[src/rtl/opendrain_gpio_pkg.sv]
package opendrain_gpio_pkg;

  // Scalar strobes issued by the control to the datapath each cycle
  typedef struct packed {
    logic outLoad;    // load output bits
    logic cfgLoad;    // load blink and fault enables
    logic phaseFlip;  // flip the shared blink phase
  } ctrlStrobe_t;

  localparam int unsigned MIN_SYNC_STAGES = 2;

endpackage

[src/rtl/opendrain_gpio_ctrl.sv]
module opendrain_gpio_ctrl
  import opendrain_gpio_pkg::*;
#(
  parameter int unsigned NUM_PINS = 4
) (
  input  logic                outWrEn,
  input  logic                cfgWrEn,
  input  logic [NUM_PINS-1:0] cfgFaultEn,
  input  logic                blinkTick,
  input  logic                faultClr,
  input  logic [NUM_PINS-1:0] fltEnQ,
  input  logic [NUM_PINS-1:0] pinSync,
  input  logic [NUM_PINS-1:0] refLevel,
  output ctrlStrobe_t         strobe,
  output logic [NUM_PINS-1:0] capRef,
  output logic [NUM_PINS-1:0] clrFault,
  output logic [NUM_PINS-1:0] setFault
);

  always_comb begin
    strobe.outLoad   = outWrEn;
    strobe.cfgLoad   = cfgWrEn;
    strobe.phaseFlip = blinkTick;
  end

  genvar gi;
  generate
    for (gi = 0; gi < NUM_PINS; gi++) begin : g_pinCtl
      logic enRise;
      logic enDrop;
      always_comb begin
        enRise       = cfgWrEn & cfgFaultEn[gi] & ~fltEnQ[gi];
        enDrop       = cfgWrEn & ~cfgFaultEn[gi];
        capRef[gi]   = faultClr | enRise;
        clrFault[gi] = faultClr | enDrop;
        setFault[gi] = fltEnQ[gi] & (pinSync[gi] ^ refLevel[gi]);
      end
    end
  endgenerate

endmodule

[src/rtl/opendrain_gpio_dp.sv]
module opendrain_gpio_dp
  import opendrain_gpio_pkg::*;
#(
  parameter int unsigned NUM_PINS    = 4,
  parameter int unsigned SYNC_STAGES = 2
) (
  input  logic                  clk,
  input  logic                  rstN,
  input  ctrlStrobe_t           strobe,
  input  logic [NUM_PINS-1:0]   capRef,
  input  logic [NUM_PINS-1:0]   clrFault,
  input  logic [NUM_PINS-1:0]   setFault,
  input  logic [NUM_PINS-1:0]   outWrData,
  input  logic [NUM_PINS-1:0]   cfgBlink,
  input  logic [NUM_PINS-1:0]   cfgFaultEn,
  input  logic [NUM_PINS-1:0]   pinIn,
  output logic [NUM_PINS-1:0]   pinSync,
  output logic [NUM_PINS-1:0]   refLevel,
  output logic [NUM_PINS-1:0]   fltEnQ,
  output logic                  blinkPhase,
  output logic [NUM_PINS-1:0]   pullDown,
  output logic [2*NUM_PINS-1:0] readback,
  output logic [NUM_PINS-1:0]   faultFlags
);

  localparam int unsigned STAGES = (SYNC_STAGES < MIN_SYNC_STAGES) ? MIN_SYNC_STAGES : SYNC_STAGES;

  logic [NUM_PINS-1:0] syncChain [STAGES];
  logic [NUM_PINS-1:0] outBits;
  logic [NUM_PINS-1:0] blinkEn;

  // Input synchroniser
  always_ff @(posedge clk or negedge rstN) begin
    if (!rstN) syncChain[0] <= '0;
    else       syncChain[0] <= pinIn;
  end

  genvar gs;
  generate
    for (gs = 1; gs < STAGES; gs++) begin : g_sync
      always_ff @(posedge clk or negedge rstN) begin
        if (!rstN) syncChain[gs] <= '0;
        else       syncChain[gs] <= syncChain[gs-1];
      end
    end
  endgenerate

  assign pinSync = syncChain[STAGES-1];

  // Configuration registers
  always_ff @(posedge clk or negedge rstN) begin
    if (!rstN) begin
      outBits <= '1;
      blinkEn <= '0;
      fltEnQ  <= '0;
    end else begin
      if (strobe.outLoad) outBits <= outWrData;
      if (strobe.cfgLoad) begin
        blinkEn <= cfgBlink;
        fltEnQ  <= cfgFaultEn;
      end
    end
  end

  // Shared blink phase
  always_ff @(posedge clk or negedge rstN) begin
    if (!rstN)                 blinkPhase <= 1'b0;
    else if (strobe.phaseFlip) blinkPhase <= ~blinkPhase;
  end

  // Per-pin reference and fault latch, output gating
  genvar gp;
  generate
    for (gp = 0; gp < NUM_PINS; gp++) begin : g_pin
      always_ff @(posedge clk or negedge rstN) begin
        if (!rstN)           refLevel[gp] <= 1'b0;
        else if (capRef[gp]) refLevel[gp] <= pinSync[gp];
      end

      always_ff @(posedge clk or negedge rstN) begin
        if (!rstN)             faultFlags[gp] <= 1'b0;
        else if (clrFault[gp]) faultFlags[gp] <= 1'b0;
        else if (setFault[gp]) faultFlags[gp] <= 1'b1;
      end

      always_comb begin
        pullDown[gp] = ~outBits[gp] & (~blinkEn[gp] | blinkPhase);
      end
    end
  endgenerate

  assign readback = {pinSync, outBits};

endmodule

[src/rtl/opendrain_gpio.sv]
module opendrain_gpio
  import opendrain_gpio_pkg::*;
#(
  parameter int unsigned NUM_PINS    = 4,
  parameter int unsigned SYNC_STAGES = 2
) (
  input  logic                  clk,
  input  logic                  rstN,
  input  logic                  blinkTick,
  input  logic                  outWrEn,
  input  logic [NUM_PINS-1:0]   outWrData,
  input  logic                  cfgWrEn,
  input  logic [NUM_PINS-1:0]   cfgBlink,
  input  logic [NUM_PINS-1:0]   cfgFaultEn,
  input  logic                  faultClr,
  input  logic [NUM_PINS-1:0]   pinIn,
  output logic [NUM_PINS-1:0]   pullDown,
  output logic [2*NUM_PINS-1:0] readback,
  output logic [NUM_PINS-1:0]   faultFlags
);

  ctrlStrobe_t         strobe;
  logic [NUM_PINS-1:0] capRef;
  logic [NUM_PINS-1:0] clrFault;
  logic [NUM_PINS-1:0] setFault;
  logic [NUM_PINS-1:0] pinSync;
  logic [NUM_PINS-1:0] refLevel;
  logic [NUM_PINS-1:0] fltEnQ;
  logic                blinkPhase;

  opendrain_gpio_ctrl #(.NUM_PINS(NUM_PINS)) u_ctrl (
    .outWrEn    (outWrEn),
    .cfgWrEn    (cfgWrEn),
    .cfgFaultEn (cfgFaultEn),
    .blinkTick  (blinkTick),
    .faultClr   (faultClr),
    .fltEnQ     (fltEnQ),
    .pinSync    (pinSync),
    .refLevel   (refLevel),
    .strobe     (strobe),
    .capRef     (capRef),
    .clrFault   (clrFault),
    .setFault   (setFault)
  );

  opendrain_gpio_dp #(.NUM_PINS(NUM_PINS), .SYNC_STAGES(SYNC_STAGES)) u_dp (
    .clk        (clk),
    .rstN       (rstN),
    .strobe     (strobe),
    .capRef     (capRef),
    .clrFault   (clrFault),
    .setFault   (setFault),
    .outWrData  (outWrData),
    .cfgBlink   (cfgBlink),
    .cfgFaultEn (cfgFaultEn),
    .pinIn      (pinIn),
    .pinSync    (pinSync),
    .refLevel   (refLevel),
    .fltEnQ     (fltEnQ),
    .blinkPhase (blinkPhase),
    .pullDown   (pullDown),
    .readback   (readback),
    .faultFlags (faultFlags)
  );

endmodule

[config.mk]
export PLATFORM = sky130hd
export DESIGN_NAME = opendrain_gpio
export DESIGN_NICKNAME = d
export VERILOG_FILES = /design/src/rtl/opendrain_gpio_pkg.sv /design/src/rtl/opendrain_gpio_ctrl.sv /design/src/rtl/opendrain_gpio_dp.sv /design/src/rtl/opendrain_gpio.sv
export SDC_FILE = /design/constraint.sdc
export NUM_CORES = 1
export LEC_CHECK = 0
export ABC_AREA = 1
export CAP_MARGIN = 20
export CORE_ASPECT_RATIO = 0.7
export CORE_MARGIN = 2
export CORE_UTILIZATION = 45
export CTS_BUF_LIST = sky130_fd_sc_hd__clkbuf_8
export CTS_CLUSTER_SIZE = 12
export DETAILED_ROUTE_END_ITERATION = 8
export GPL_TIMING_DRIVEN = 1
export PLACE_DENSITY_LB_ADDON = 0.12
export SYNTH_ARGS = -nofsm -noshare
export SYNTH_HDL_FRONTEND = slang
export SYNTH_HIERARCHICAL = 1
export SYNTH_SLANG_ARGS = --single-unit
[constraint.sdc]
create_clock -name clk -period 1.2 [get_ports clk]
set_clock_uncertainty 0.05 [all_clocks]
set_input_delay 0.36 -clock clk [delete_from_list [all_inputs] [get_ports clk]]
set_output_delay 0.36 -clock clk [all_outputs]
set_load 0.02 [all_outputs]
Word-level counts from Yosys, hierarchy flattened
Cells that the tools add are included.
{ "totals": {"register_bits": 29, "in_bits": 22, "out_inout_bits": 16, "elab_cells": 79} }
{ "classes": {"muxes": 8, "bitwise_logic": 53, "n_reduce_logical": 4} }
{ "op_table": {"columns": ["operator", "count"], "rows": [
  ["$and A1 B1 Y1", 20],
  ["$not A1 Y1", 17],
  ["$or A1 B1 Y1", 12],
  ["$mux W1", 8],
  ["$reduce_bool A2 Y1", 4],
  ["$xor A1 B1 Y1", 4]
]} }

Longest topological paths before layout
{ "logic_depth": {"ltp_word": 4, "ltp_mapped": 6, "mapped_depth_nobuf": 5} }

Cells and area by module
The synthesis kept the hierarchy.
{ "by_module_without_submodules": {"columns": ["module", "n_inst", "cells_per_inst", "area_per_inst_um2", "seq_area_each_um2"], "rows": [
  ["opendrain_gpio_dp", 1, 103, 1071.0, 730.7],
  ["opendrain_gpio_ctrl", 1, 37, 163.9, 0.0]
]} }

Worst setup path before layout
No wires, ideal clock.
{ "synth_path": {"kind": "flip-flop to output port", "from": "register u_dp.blinkPhase", "to": "output pullDown[0]", "arrival_ns": 0.747, "required_ns": 0.790, "path_slack_ns": 0.043, "path_stages_with_launch": 3, "n_path_buf": 0, "cell_sequence": "dfrtp_1 > inv_1 > a21oi_1"} }
{ "synth_via": {"elab_chain_len": 2} }
{ "synth_rtl": {"columns": ["item", "line_no", "source"], "rows": [
  ["start: declaration", "opendrain_gpio_dp.sv:20", "output logic blinkPhase,"],
  ["start signal: assignment", "opendrain_gpio_dp.sv:68", "else if (strobe.phaseFlip) blinkPhase <= ~blinkPhase;"],
  ["$or A1 B1 Y1", "opendrain_gpio_dp.sv:87", "pullDown[gp] = ~outBits[gp] & (~blinkEn[gp] | blinkPhase);"],
  ["$and A1 B1 Y1", "opendrain_gpio_dp.sv:87", null],
  ["end: declaration", "opendrain_gpio.sv:17", "output logic [NUM_PINS-1:0] pullDown,"]
]} }
Every way passes these cells.

Worst setup path in the final report
{ "layout_path": {"from": "register u_dp.outBits[1]", "to": "output pullDown[1]"} }
{ "layout_via": {"elab_chain_len": 2} }
{ "layout_rtl": {"columns": ["item", "line_no", "source"], "rows": [
  ["start: declaration", "opendrain_gpio_dp.sv:29", "logic [NUM_PINS-1:0] outBits;"],
  ["start signal: assignment", "opendrain_gpio_dp.sv:57", "if (strobe.outLoad) outBits <= outWrData;"],
  ["$not A1 Y1", "opendrain_gpio_dp.sv:87", null],
  ["$and A1 B1 Y1", "opendrain_gpio_dp.sv:87", null]
]} }
Every way passes these cells.

==> impl_metrics.tcl <==
set metrics [dict create \
    status "finished with violations" \
    grt_usage_pct 18.6 \
    antenna_found_initial 0 \
    ctsHoldBuffers 0 \
    multi_input_area_um2 324 \
    endpoint "pullDown[1]" \
    r2r_slack_ns 0.10 \
    p_leak_nw 0.914 \
    path_cells "a21oi_1 > buf_4" \
    cts-buffers-inserted 5 \
    hold-path-cell-count 0 \
    setup_viol 16 \
    drive_gt1_share_pct 25.4 \
    finalMaxSlewViolations 0 \
    initial_core_util_pct 48.7 \
    fin_crit_sh_pct 120 \
    hold_slack_ns 0.298 \
    drcViolationCount 0 \
    place_congestion 0.761 \
    ys_ff_latch 29 \
    cp_slowest_cell "dfstp_2" \
    hold_path.class "flop to flop" \
    pwr-share-clk_pct 31.9 \
    grt_pass1_wl_mm 4.12 \
    cp_num_buf_inv 1 \
    final-hold-violation-count 0 \
    cts_tree "yes" \
    dp_hpwl_mm 1.84 \
    cp.depth 2 \
    wl_per_cell_um 11.6 \
    fin_util_pct 70.2 \
    rsz0062_at_grt "true" \
    register_area_um2 731 \
    p_sw_mw 0.624 \
    rr_worst_depth 6 \
    grt_pass1_vias 938 \
    viasPerCell 4.54 \
    cp.arrival_ns 1.03 \
    synth_cell_types 13 \
    cts_sinks 29 \
    portBuffers 37 \
    vias 1013 \
    cpPeakStageDelay_ns 0.55 \
    wirelength_mm 2.58 \
    yosys.area.top_type "dfrtp_1" \
    yosysSeqAreaShare_pct 59.2 \
    syn_to_final_growth_pct 44.0 \
    die_h_um 47.8 \
    syn_nets 162 \
    rows 15 \
    start_kind "flop" \
    cts-root-buf "clkbuf_8" \
    crit_type "flop to output port" \
    core_region_area_mm2 0.00253 \
    syn_area_mm2 0.00123 \
    seq_power_share_pct 48.7 \
    path_delay_family "flip-flops" \
    startpoint "u_dp/outBits[1]" \
    max_slew.worst_pin.slew_ns 0.241 \
    diodes 0 \
    critPathMaxFanout 3 \
    synth_cells 140 \
    swShare_pct 27.0 \
    n_fill_cell 198 \
    drt_iter0_markers 40 \
    first_pass_iters 5 \
    drtAntennaViolNets 0 \
    clock_path_buffers 2 \
    clk_pin_slew_ns 0.06 \
    grt_overflow 0 \
    cp.required_ns 0.79 \
    r2r_end "u_dp/faultFlags[1]" \
    nets 210 \
    p_comb_share_pct 19.5 \
    dieArea_mm2 0.00319 \
    r2r_start "u_dp/pinSync[1]" \
    io-pin-count 38 \
    violations "setup timing" \
    worst_slack_ns -0.236 \
    p_per_area_mw_per_mm2 1300 \
    grt_max_degree 30 \
    yosysWarnings 6 \
    dieWidth_um 66.6 \
    htree_levels 2 \
    synth.top_cell.area_share_pct 50.7 \
    p_int_mw 1.69 \
    max_freq_ghz 0.696 \
    clock_latency_ns 0.27 \
    avgSynthCellArea_um2 8.82 \
    relSlewSlack_pct 83.9 \
    cp-end-kind "output port" \
    drv_cap 0 \
    fin_crit_ns 1.44 \
    worst_ir_drop_vdd_uv 788 \
    synth_area_leaders "dfrtp_1, nand2_1, dfstp_2" \
]
## cells in the mapped netlist
master   count
o21ai_1      3
o21ai_2      1
nand3_1      4
dfrtp_1     25
nor2_1      16
inv_1       23
inv_2        1
a21oi_1      4
dfstp_2      4
buf_4       11
buf_6        1
o21ai_0     16
nand2_1     31
## area by class of cell
class                      instances  area share [%]
multi-input combinational         75            18.2
timing repair buffer              53            28.6
sequential                        29            41.1
inverter                          24            5.07
clock inverter                     3           0.774
clock buffer                       5            3.87
tap                               34            2.39
## metrics by stage
stage	setup slack, ns	area (µm²)	total power [mW]	cells	setup TNS, ns
global route	-0.263	1780	2.44	223	-2.10
finish	-0.236	1780	2.32	223	-1.64
floorplan	0.0429	1230	1.34	140	0
detailed placement	-0.371	1630	1.56	208	-7.10
CTS	-0.233	1710	2.30	218	-1.80
global placement	-0.358	1630	1.55	208	-6.36
## power by group through the flow
stage          registers, mW  clock network [mW]  logic, mW
6_report                1.13               0.738      0.451
3_5_place_dp            1.13                   0      0.429
4_1_cts                 1.12               0.764      0.415
5_1_grt                 1.14               0.809      0.497
3_3_place_gp            1.13                   0      0.417
2_1_floorplan           1.15                   0      0.187
## registers in the layout (all words and copies together), names as in the netlist
signal,cells
u_dp/blinkEn,4
u_dp/fltEnQ,4
u_dp/outBits,4
u_dp/refLevel,4
u_dp/pinSync,4
u_dp/syncChain,4
u_dp/blinkPhase,1
u_dp/faultFlags,4
## what timing repair did
action | 4_1_cts | 5_1_grt
setup buffers | 2 | 5
pin swaps | 0 | 0
endpoints found under the setup margin | 16 | 21
resized for setup | 83 | 12
## layout by cell type, fill, tap and decap left out, types with 2 or more instances in the layout
master           Yosys  routed
inv_1               23      22
inv_2                1       3
buf_6                1      12
o21ai_0             16      16
clkinv_2             0       2
nand2_1             31      31
o21ai_1              3       3
dfstp_2              4       4
buf_4               11      18
dfrtp_1             25      25
a21oi_1              4       3
nand3_1              4       4
clkbuf_8             0       5
clkdlybuf4s50_1      0      20
nor2_1              16      16
## cell families (layout without fill, tap and decap cells)
| family | after synthesis | count (layout) | synth area share [%] |
|---|---|---|---|
| AND/OR/NAND/NOR | 51 | 51 | 15.9 |
| buffers and inverters | 36 | 85 | 14.9 |
| flip-flops | 29 | 29 | 59.2 |
| AO/OA/AOI/OAI | 24 | 24 | 10.0 |
## layer usage
| metal | GRT usage (%) | routed length [µm] | vias to the layer above |
|---|---|---|---|
| li1 | - | - | 513 |
| met1 | 22.0 | 1130 | 465 |
| met2 | 30.2 | 1250 | 26 |
| met3 | 6.82 | 139 | 9 |
| met4 | 11.0 | 63 | 0 |
| met5 | 0 | 0 | - |
## worst min path at each step
stage	start	endpoint	slack [ns]
4_1_cts	u_dp/syncChain[7]	u_dp/pinSync[3]	0.30
3_5_place_dp	u_dp/syncChain[7]	u_dp/pinSync[3]	0.29
3_3_place_gp	u_dp/syncChain[7]	u_dp/pinSync[3]	0.28
5_1_grt	u_dp/syncChain[7]	u_dp/pinSync[3]	0.31
6_report	u_dp/syncChain[7]	u_dp/pinSync[3]	0.30
2_1_floorplan	rstN	u_dp/blinkEn[0]	0.01
Power figures use the tool's default switching activity.
